### src/rtl/mdio_mgmt_pkg.sv
`timescale 1ns/1ps
package mdio_mgmt_pkg;
   localparam int unsigned FRAME_BITS = 64;
   localparam int unsigned DATA_BITS  = 16;
   localparam int unsigned FIELD_W    = 5;
   localparam int unsigned BUSY_BIT   = 0;
   localparam int unsigned WRITE_BIT  = 1;
   localparam int unsigned REGNUM_LSB = 6;
   localparam int unsigned PHYADR_LSB = 11;

   typedef struct packed {
      logic [FIELD_W-1:0] phy;
      logic [FIELD_W-1:0] regnum;
      logic               wr;
   } mdio_cmd_t;

   // MDC period in core clocks, selected by core-clock band
   function automatic int unsigned mdc_period_for(input int unsigned hz);
      if (hz < 35_000_000)       return 16;
      else if (hz < 60_000_000)  return 26;
      else if (hz < 100_000_000) return 42;
      else if (hz < 150_000_000) return 62;
      else                       return 102;
   endfunction

   function automatic logic [FRAME_BITS-1:0] build_frame(input mdio_cmd_t c,
                                                         input logic [DATA_BITS-1:0] d);
      logic [1:0] op, ta;
      op = c.wr ? 2'b01 : 2'b10;
      ta = c.wr ? 2'b10 : 2'b00;
      return {32'hFFFF_FFFF, 2'b01, op, c.phy, c.regnum, ta,
              (c.wr ? d : {DATA_BITS{1'b0}})};
   endfunction
endpackage

### src/rtl/mdio_mdc_gen.sv
`timescale 1ns/1ps
module mdio_mdc_gen #(
   parameter int unsigned DIV = 16
) (
   input  logic clk,
   input  logic rst_n,
   input  logic run,
   output logic mdc,
   output logic rise_tick,
   output logic fall_tick
);
   localparam int unsigned HALF = DIV / 2;
   localparam int unsigned CW   = $clog2(DIV);

   generate
      if ((DIV % 2) != 0 || DIV < 4) begin : g_bad_div
         $error("MDC period must be even and at least 4");
      end
   endgenerate

   logic [CW-1:0] cnt;

   assign rise_tick = run && (cnt == CW'(HALF - 1));
   assign fall_tick = run && (cnt == CW'(DIV - 1));

   always_ff @(posedge clk or negedge rst_n) begin
      if (!rst_n) begin
         cnt <= '0;
         mdc <= 1'b0;
      end else if (!run) begin
         cnt <= '0;
         mdc <= 1'b0;
      end else begin
         cnt <= fall_tick ? '0 : cnt + 1'b1;
         if (rise_tick)      mdc <= 1'b1;
         else if (fall_tick) mdc <= 1'b0;
      end
   end

   // MDC only rises when the count crosses the half period
   assert_rise_at_half_R8: assert property (@(posedge clk) disable iff (!rst_n)
      $rose(mdc) |-> $past(cnt) == CW'(HALF - 1));

   // a stopped divider parks MDC low
   assert_park_low_R9: assert property (@(posedge clk) disable iff (!rst_n)
      !run |=> !mdc);
endmodule

### src/rtl/mdio_frame_engine.sv
`timescale 1ns/1ps
module mdio_frame_engine #(
   parameter int unsigned FRAME_BITS = 64,
   parameter int unsigned DATA_BITS  = 16
) (
   input  logic                  clk,
   input  logic                  rst_n,
   input  logic                  load,
   input  logic [FRAME_BITS-1:0] frame_in,
   input  logic                  rd_mode,
   input  logic                  rise_tick,
   input  logic                  fall_tick,
   input  logic                  mdio_i,
   output logic                  active,
   output logic                  done,
   output logic                  mdio_o,
   output logic                  mdio_oe,
   output logic [DATA_BITS-1:0]  rd_data
);
   localparam int unsigned BW         = $clog2(FRAME_BITS);
   localparam int unsigned DATA_START = FRAME_BITS - DATA_BITS;
   localparam int unsigned TA_START   = DATA_START - 2;

   generate
      if (DATA_BITS + 2 >= FRAME_BITS) begin : g_bad_frame
         $error("frame too short for data and turnaround");
      end
   endgenerate

   logic [FRAME_BITS-1:0] shreg;
   logic [BW-1:0]         bitcnt;
   logic                  rd_q;

   assign mdio_o  = shreg[FRAME_BITS-1];
   assign done    = active && fall_tick && (bitcnt == BW'(FRAME_BITS - 1));
   assign mdio_oe = active && !(rd_q && (bitcnt >= BW'(TA_START)));

   always_ff @(posedge clk or negedge rst_n) begin
      if (!rst_n) begin
         shreg   <= '0;
         bitcnt  <= '0;
         rd_q    <= 1'b0;
         active  <= 1'b0;
         rd_data <= '0;
      end else if (load) begin
         shreg   <= frame_in;
         bitcnt  <= '0;
         rd_q    <= rd_mode;
         active  <= 1'b1;
      end else if (active) begin
         if (rise_tick && rd_q && (bitcnt >= BW'(DATA_START)))
            rd_data <= {rd_data[DATA_BITS-2:0], mdio_i};
         if (done) begin
            active <= 1'b0;
         end else if (fall_tick) begin
            shreg  <= {shreg[FRAME_BITS-2:0], 1'b0};
            bitcnt <= bitcnt + 1'b1;
         end
      end
   end

   // between falling-edge ticks the driven bit holds
   assert_out_on_fall_R5: assert property (@(posedge clk) disable iff (!rst_n)
      active && $past(active) && !$past(fall_tick) |-> $stable(mdio_o));

   // a completed frame leaves the engine idle
   assert_done_stops_R2: assert property (@(posedge clk) disable iff (!rst_n)
      done |=> !active);
endmodule

### src/rtl/mdio_mgmt_ctrl.sv
`timescale 1ns/1ps
module mdio_mgmt_ctrl
   import mdio_mgmt_pkg::*;
#(
   parameter int unsigned CORE_CLK_HZ = 25_000_000,
   parameter int unsigned REG_W       = 32
) (
   input  logic             clk,
   input  logic             rst_n,
   input  logic             host_wr,
   input  logic             host_sel,
   input  logic [REG_W-1:0] host_wdata,
   output logic [REG_W-1:0] host_rdata,
   output logic             mdc,
   output logic             mdio_o,
   output logic             mdio_oe,
   input  logic             mdio_i
);
   localparam int unsigned DIV = mdc_period_for(CORE_CLK_HZ);

   generate
      if (CORE_CLK_HZ < 20_000_000) begin : g_slow_core
         $error("core clock below 20 MHz is not supported");
      end
      if (REG_W < 16) begin : g_narrow_host
         $error("host word must be at least 16 bits");
      end
   endgenerate

   mdio_cmd_t            cmd_q;
   logic                 busy_q, start_q;
   logic [DATA_BITS-1:0] data_q, rd_data;
   logic                 eng_active, eng_done, rise_tick, fall_tick;
   logic [15:0]          cmd_word;

   always_ff @(posedge clk or negedge rst_n) begin
      if (!rst_n) begin
         cmd_q   <= '0;
         busy_q  <= 1'b0;
         start_q <= 1'b0;
         data_q  <= '0;
      end else begin
         start_q <= 1'b0;
         if (eng_done) begin
            busy_q <= 1'b0;
            if (!cmd_q.wr) data_q <= rd_data;
         end else if (host_wr && !busy_q) begin
            if (!host_sel) begin
               cmd_q.phy    <= host_wdata[PHYADR_LSB +: FIELD_W];
               cmd_q.regnum <= host_wdata[REGNUM_LSB +: FIELD_W];
               cmd_q.wr     <= host_wdata[WRITE_BIT];
               if (host_wdata[BUSY_BIT]) begin
                  busy_q  <= 1'b1;
                  start_q <= 1'b1;
               end
            end else begin
               data_q <= host_wdata[DATA_BITS-1:0];
            end
         end
      end
   end

   assign cmd_word   = {cmd_q.phy, cmd_q.regnum, 4'b0000, cmd_q.wr, busy_q};
   assign host_rdata = host_sel ? REG_W'(data_q) : REG_W'(cmd_word);

   mdio_mdc_gen #(.DIV(DIV)) u_mdc (
      .clk(clk), .rst_n(rst_n), .run(eng_active),
      .mdc(mdc), .rise_tick(rise_tick), .fall_tick(fall_tick)
   );

   mdio_frame_engine #(.FRAME_BITS(FRAME_BITS), .DATA_BITS(DATA_BITS)) u_eng (
      .clk(clk), .rst_n(rst_n), .load(start_q),
      .frame_in(build_frame(cmd_q, data_q)), .rd_mode(!cmd_q.wr),
      .rise_tick(rise_tick), .fall_tick(fall_tick), .mdio_i(mdio_i),
      .active(eng_active), .done(eng_done),
      .mdio_o(mdio_o), .mdio_oe(mdio_oe), .rd_data(rd_data)
   );

   // busy holds until the engine reports the end of the frame
   assert_busy_hold_R2: assert property (@(posedge clk) disable iff (!rst_n)
      busy_q && !eng_done |=> busy_q);

   // host writes during a transaction leave the latched command alone
   assert_cmd_frozen_R7: assert property (@(posedge clk) disable iff (!rst_n)
      busy_q && host_wr |=> $stable(cmd_q));

   // the data word is untouched by host writes while busy
   assert_data_frozen_R7: assert property (@(posedge clk) disable iff (!rst_n)
      busy_q && host_wr && !eng_done |=> $stable(data_q));

   // idle means both pins parked
   assert_idle_pins_R9: assert property (@(posedge clk) disable iff (!rst_n)
      !busy_q |-> !mdio_oe && !mdc);
endmodule

### config.mk
export PLATFORM = sky130hd
export DESIGN_NAME = mdio_mgmt_ctrl
export DESIGN_NICKNAME = d
export VERILOG_FILES = /design/src/rtl/mdio_mgmt_pkg.sv /design/src/rtl/mdio_mdc_gen.sv /design/src/rtl/mdio_frame_engine.sv /design/src/rtl/mdio_mgmt_ctrl.sv
export SDC_FILE = /design/constraint.sdc
export NUM_CORES = 1
export LEC_CHECK = 0
export BUFFER_PORTS_ARGS = -buffer_cell sky130_fd_sc_hd__buf_2
export CAP_MARGIN = 10
export CORE_MARGIN = 4
export CORE_UTILIZATION = 29
export CTS_CLUSTER_SIZE = 14
export DETAILED_ROUTE_END_ITERATION = 16
export PLACE_DENSITY = 0.47
export SKIP_LAST_GASP = 1
export SLEW_MARGIN = 20
export SYNTH_ARGS = -nofsm -noshare
export SYNTH_HDL_FRONTEND = slang
export SYNTH_SLANG_ARGS = --single-unit
### constraint.sdc
create_clock -name clk -period 3.1 [get_ports clk]
set_clock_uncertainty 0.15 [all_clocks]
set_input_delay 0 -clock clk [delete_from_list [all_inputs] [get_ports clk]]
set_output_delay 0 -clock clk [all_outputs]
set_load 0.05 [all_outputs]
==> results of run 1 <==
worst reg2reg max path, delay by kind of cell, from the launching register on:
kind / cells / cell delay, ns
adders and majority gates: 1 / 0.34
buffers and inverters: 2 / 0.77
and+or+nand+nor: 4 / 0.92
DFF: 1 / 0.39
routing by layer:
layer	part of all wire [%]	wire length, um	track usage [%]
met5	0	0	0
met4	1.1	140	4.27
met3	4.2	513	3.52
met2	48	5930	20.1
met1	46	5690	15.4
power groups by stage:
stage,logic [mW],clock network (mW),registers (mW)
final,0.979,2.09,2.21
after global routing,1.09,2.23,2.26
after CTS,0.995,2.14,2.21
after detailed placement,0.974,0,2.24
after global placement,0.953,0,2.22
after floorplan,0.782,0,2.16
what timing repair did:
action                                  CTS  global route
hold endpoints to repair                 85             0
setup buffers                             0             0
hold buffers                             20             0
resized for setup                         0             0
endpoints found under the setup margin    0             0
state kept, by name (all words and copies together) (netlist names):
name,count
data_q,16
u_mdc.mdc,1
u_eng.active,1
u_eng.bitcnt,6
u_eng.rd_data,16
busy_q,1
cmd_q,11
start_q,1
u_eng.shreg,64
u_mdc.cnt,4
u_eng.rd_q,1
worst paths after layout:
check | from | end | slack [ns] | cells after the start
min | host_sel | busy_q | 0.02 | 4
max reg2reg | u_mdc.cnt[0] | start_q | 0.41 | 7
max | u_mdc.cnt[0] | start_q | 0.41 | 7
max in group asynchronous | rst_n | cmd_q[6] | 1.93 | 3
min reg2reg | u_eng.shreg[58] | u_eng.shreg[59] | 0.33 | 2
min in group asynchronous | rst_n | u_eng.shreg[59] | 0.05 | 2
through the flow:
stage	instances	instance area (sq um)	power, mW	hold WS [ns]	util (%)
after floorplan	540	5510	2.94	-0.446	-
after global placement	766	5850	3.18	-0.0307	32.1
after detailed placement	766	5850	3.21	-0.0232	32.1
after CTS	818	6680	5.34	0.00345	36.7
after global routing	818	6680	5.58	0.0578	36.7
final	818	6680	5.28	0.0227	36.7
cell families after synthesis:
group,count (synthesis),share of synthesized area [%]
xor+xnor,3,0.482
mux,39,8.02
buf+inv,60,5.75
flops,122,55.9
fa+ha+maj,2,0.458
other cells,1,0.0687
compound gates,111,14.1
simple gates,187,15.2
final cells by class:
| class | instances | area [sq um] | share of cell area, % |
|---|---|---|---|
| Inverter | 7 | 26.3 | 0.393 |
| Clock buffer | 18 | 439 | 6.58 |
| Tap cell | 229 | 287 | 4.29 |
| Multi-Input combinational cell | 358 | 2180 | 32.7 |
| Clock inverter | 14 | 186 | 2.79 |
| Sequential cell | 122 | 3050 | 45.7 |
| Timing Repair Buffer | 70 | 505 | 7.57 |
cell usage in the layout (no fill, tap or decap), drive strengths merged, types with 13 or more instances in the layout:
cell type,netlist,routed
nand2,122,122
dfrtp,122,122
buf,31,50
mux2,38,38
nand3,38,38
a21oi,37,37
dlygate4sd3,0,20
clkbuf,22,18
a22oi,16,16
conb,1,16
o21a,15,15
o22a,14,14
inv,7,13
==> metrics.txt, run 1 <==
DRC=0; Diodes inserted=0; Worst Path Max Fanout=12; Die ar.=21,100 sq um; Max Root-Sink Buffers=2; Post-synth EDFFs=0; path type of the worst setup path=reg -> reg; top cells by count, synth=dfrtp_1, nand2_1, mux2_2, nand3_1, a21oi_1; initial core utilization=roughly 30%; Top Ports=between 70 and 80; final WL=12,300 um; Synth Flop Type=dfrtp_1; CP Data Required Time=3.24 ns; vias in the first global route=around 4,200; port bufs=39; switching share of power=31.1%; initial antenna violation count=0; DP Wirelength=between 7000 and 8000 um; CTS tree=done; setup TNS=0 ns; fin crit share=86.9%; post-synth cell types=43; Setup crit end kind=register; synthesis warning total=0; Slowest-stage cell, CP=dlygate4sd3_1; CP bufs+invs=2; Hold WC Path Type=in -> reg; sequential power share=a little over two fifths; core area=between 15,000 and 20,000 sq um; share of layout cells above drive strength 1=21.6%; CP max stage delay=0.54 ns; outcome=complete, no violations; syn_area_per_cell=10.4 sq um; Worst Tran Pin Value=around 0.76 ns; clock share of power=between 30 and 40%; gr ovfl total=0; total of max-cap violations=0; leading area contributor after synthesis=dfrtp_1; vias per cell=4.93; H-Tree Depth=4; fillers=1,808; ys async rst share=between 90% and 100%; largest net degree at the start of global routing=68; die width=145 um; Seq/Total Area, Yosys=55.9%; Setup WS post-layout=approximately 0.4 ns; Startpoint Class=register; Final Slew Violations=0; clk_lat worst skew=0.42 ns; Leakage Power=roughly 3 nW; global-route wire length before repair=21,100 um; Starting DRT DRC Count=between 150 and 200; routability cong.=0.696; final hold vios=0; unrepaired setup endpoints after global routing=no; Relative slew margins=around half; Nets=615; row count=between 40 and 50; internal power=between 3 and 4 mW; synthesized flop and latch total=~120; antenna-violating nets left=0; Final min period=2.69 ns; WP data arrival=2.84 ns; Synth Instances=525; VDD IR max=0.386 mV; Num CTS Buffers=17; Area Growth Syn to Fin=22.4%; fmax=371 MHz; vias after detailed routing=4,031; Synth area leaders=dfrtp_1, nand2_1, mux2_2; pwr dens=791 nW/um^2; Root Buffer=clkbuf_16; DR WL/cell=15.0 um; Clock Pin Slew Worst Setup and Hold Paths=0.06 ns; P_sw=~1.6 mW; CP top delay family=simple AND/OR/NAND/NOR gates; # setup viols final=0; drt pass-1 iters=4; crit path cell chain=ha_1, nand4_4, or3_1, nand4_1, buf_4, nor2_1, dlygate4sd3_1; mapped cell area=about 5500 sq um; die height=about 150 um; All-Layer GR Usage=12.2%; share of Yosys cell area claimed by the top area cell type=55.9%; TritonCTS Sinks=122; Setup WS pre-CTS=0.574 ns; Comb pwr share=between 10% and 20%
No activity file was read; power rests on OpenSTA's default activity.
==> run 2, diff against run 1 <==
--- a/config.mk
+++ b/config.mk
@@ -7,6 +7,7 @@
 export LEC_CHECK = 0
 export BUFFER_PORTS_ARGS = -buffer_cell sky130_fd_sc_hd__buf_2
 export CAP_MARGIN = 10
+export CORE_ASPECT_RATIO = 2
 export CORE_MARGIN = 4
 export CORE_UTILIZATION = 29
 export CTS_CLUSTER_SIZE = 14
==> metrics.txt, run 2 (synthesized netlist as in run 1, its figures left out) <==
outcome=complete, no violations; share of layout cells above drive strength 1=20.7% (-0.85 points); top flop regs=u_eng.shreg x64, data_q x16, u_eng.rd_data x16; VDD IR max=0.451 mV (+17%); hold path cells=4 (unchanged); depth of the most critical reg-to-reg path=7 (unchanged); Num CTS Buffers=17 (unchanged); DP Wirelength=8210 um (+9.7%); gr ovfl total=0 (unchanged); Layout Cells excl Fill=805 (-1.6%); Worst Tran Pin Value=0.753 ns (-0.00595 ns); Final min period=2.81 ns (+0.112 ns); largest net degree at the start of global routing=69 (+1.5%); Top Ports=72 (unchanged); Cells after DPL=753 (-1.7%); area of placed instances=5840 sq um (-0.28%); CP Data Required Time=3.24 ns (about the same); CTS resizes=0 (unchanged); vias in the first global route=4,106 (-3.0%); max reg flops=64 (unchanged); Root Buffer=clkbuf_16; vias after detailed routing=4,016 (-0.37%); path type of the worst setup path=reg -> reg; Hold WC Path Type=in -> reg; All-Layer GR Usage=12.6% (+0.41 points); antenna-violating nets left=0 (unchanged); core area=18,400 sq um (+1.0%); Area Growth Syn to Fin=21.4%; WP data arrival=2.94 ns (+0.10 ns); CTS tree=done; worst hold slack=0.0528 ns (+0.0302 ns); initial antenna violation count=0 (unchanged); clk_lat worst skew=0.41 ns (about the same); drt pass-1 iters=4 (unchanged); Nets=615 (unchanged); global-route wire length before repair=21,000 um (-0.16%); final WL=13,000 um (+5.5%); H-Tree Depth=4 (unchanged); pwr dens=780 nW/um^2 (-1.4%); # setup viols final=0 (unchanged); Power Total=5.17 mW (-2.1%); port bufs=39 (unchanged); Setup crit end kind=register; setup TNS=0 ns (unchanged); unrepaired setup endpoints after global routing=no; row count=70 (+43%); Die ar.=21,200 sq um (+0.63%); routability cong.=0.710 (+2.0%); Worst Path Max Fanout=12 (unchanged); Startpoint Class=register; utilization after layout=36.0% (-0.65 points); die height=202 um (+39%); Setup WS post-layout=0.294 ns (-0.112 ns); total of max-cap violations=0 (unchanged); Clock Pin Slew Worst Setup and Hold Paths=0.05 ns (about the same); fin crit share=90.5% (+3.6 points); Max Root-Sink Buffers=2 (unchanged); fin area=6630 sq um (-0.79%); Diodes inserted=0 (unchanged); DR WL/cell=16.1 um (+7.2%); Setup WS pre-CTS=0.511 ns (-0.0626 ns); Leakage Power=3.05 nW (-0.41%); Starting DRT DRC Count=190 (+19%); most frequent cells in the layout=nand2_1, dfrtp_1, mux2_2, nand3_1, buf_2; Largest Register=u_eng.shreg; final hold vios=0 (unchanged); Final Slew Violations=0 (unchanged); TritonCTS Sinks=122 (unchanged); initial core utilization=29.7% (-0.30 points); Relative slew margins=49.8% (+0.40 points); vias per cell=4.99 (+1.2%); DRC=0 (unchanged); fmax=356 MHz (-4.0%); die width=105 um (-28%)
-- run 2: layer usage --
metal | vias up | wire, um | track usage, %
met5 | - | 0 | 0
met4 | 0 | 377 | 6.19
met3 | 31 | 344 | 2.56
met2 | 74 | 7220 | 23.6
met1 | 2012 | 5020 | 13.1
li1 | 1899 | - | -
-- run 2: power breakdown --
group	leakage [nW]	total, mW	switching, mW	internal (mW)
combinational	1.28	0.979	0.603	0.376
clock	0.288	1.98	0.678	1.30
sequential	1.48	2.21	0.253	1.96
-- run 2: area by class of cell --
class                           count  area (sq um)
Clock buffer                       24           472
Timing Repair Buffer               70           505
Multi-Input combinational cell    358          2180
Fill cell                        1856         11800
Tap cell                          216           270
Inverter                            7          26.3
Clock inverter                      8           118
Sequential cell                   122          3050
-- run 2: repair_timing --
item                                   4_1_cts  5_1_grt
hold buffers                                20        0
endpoints found under the hold margin       84        0
setup buffers                                0        0
-- run 2: worst paths after layout --
path	startpoint	end	slack [ns]
max	u_mdc.cnt[0]	start_q	0.29
min in group asynchronous	rst_n	u_mdc.mdc	0.06
max reg2reg	u_mdc.cnt[0]	start_q	0.29
min	host_sel	busy_q	0.05
max in group asynchronous	rst_n	u_eng.shreg[11]	1.89
min reg2reg	u_eng.shreg[63]	u_eng.shreg[63]	0.34
-- run 2: critical path: stages (launching register included) --
cell           delay (ns)
dfrtp_1              0.39
ha_1                 0.37
nand4_4              0.23
or3_1                0.54
nand4_1              0.14
buf_4                0.25
nor2_1               0.06
dlygate4sd3_1        0.55
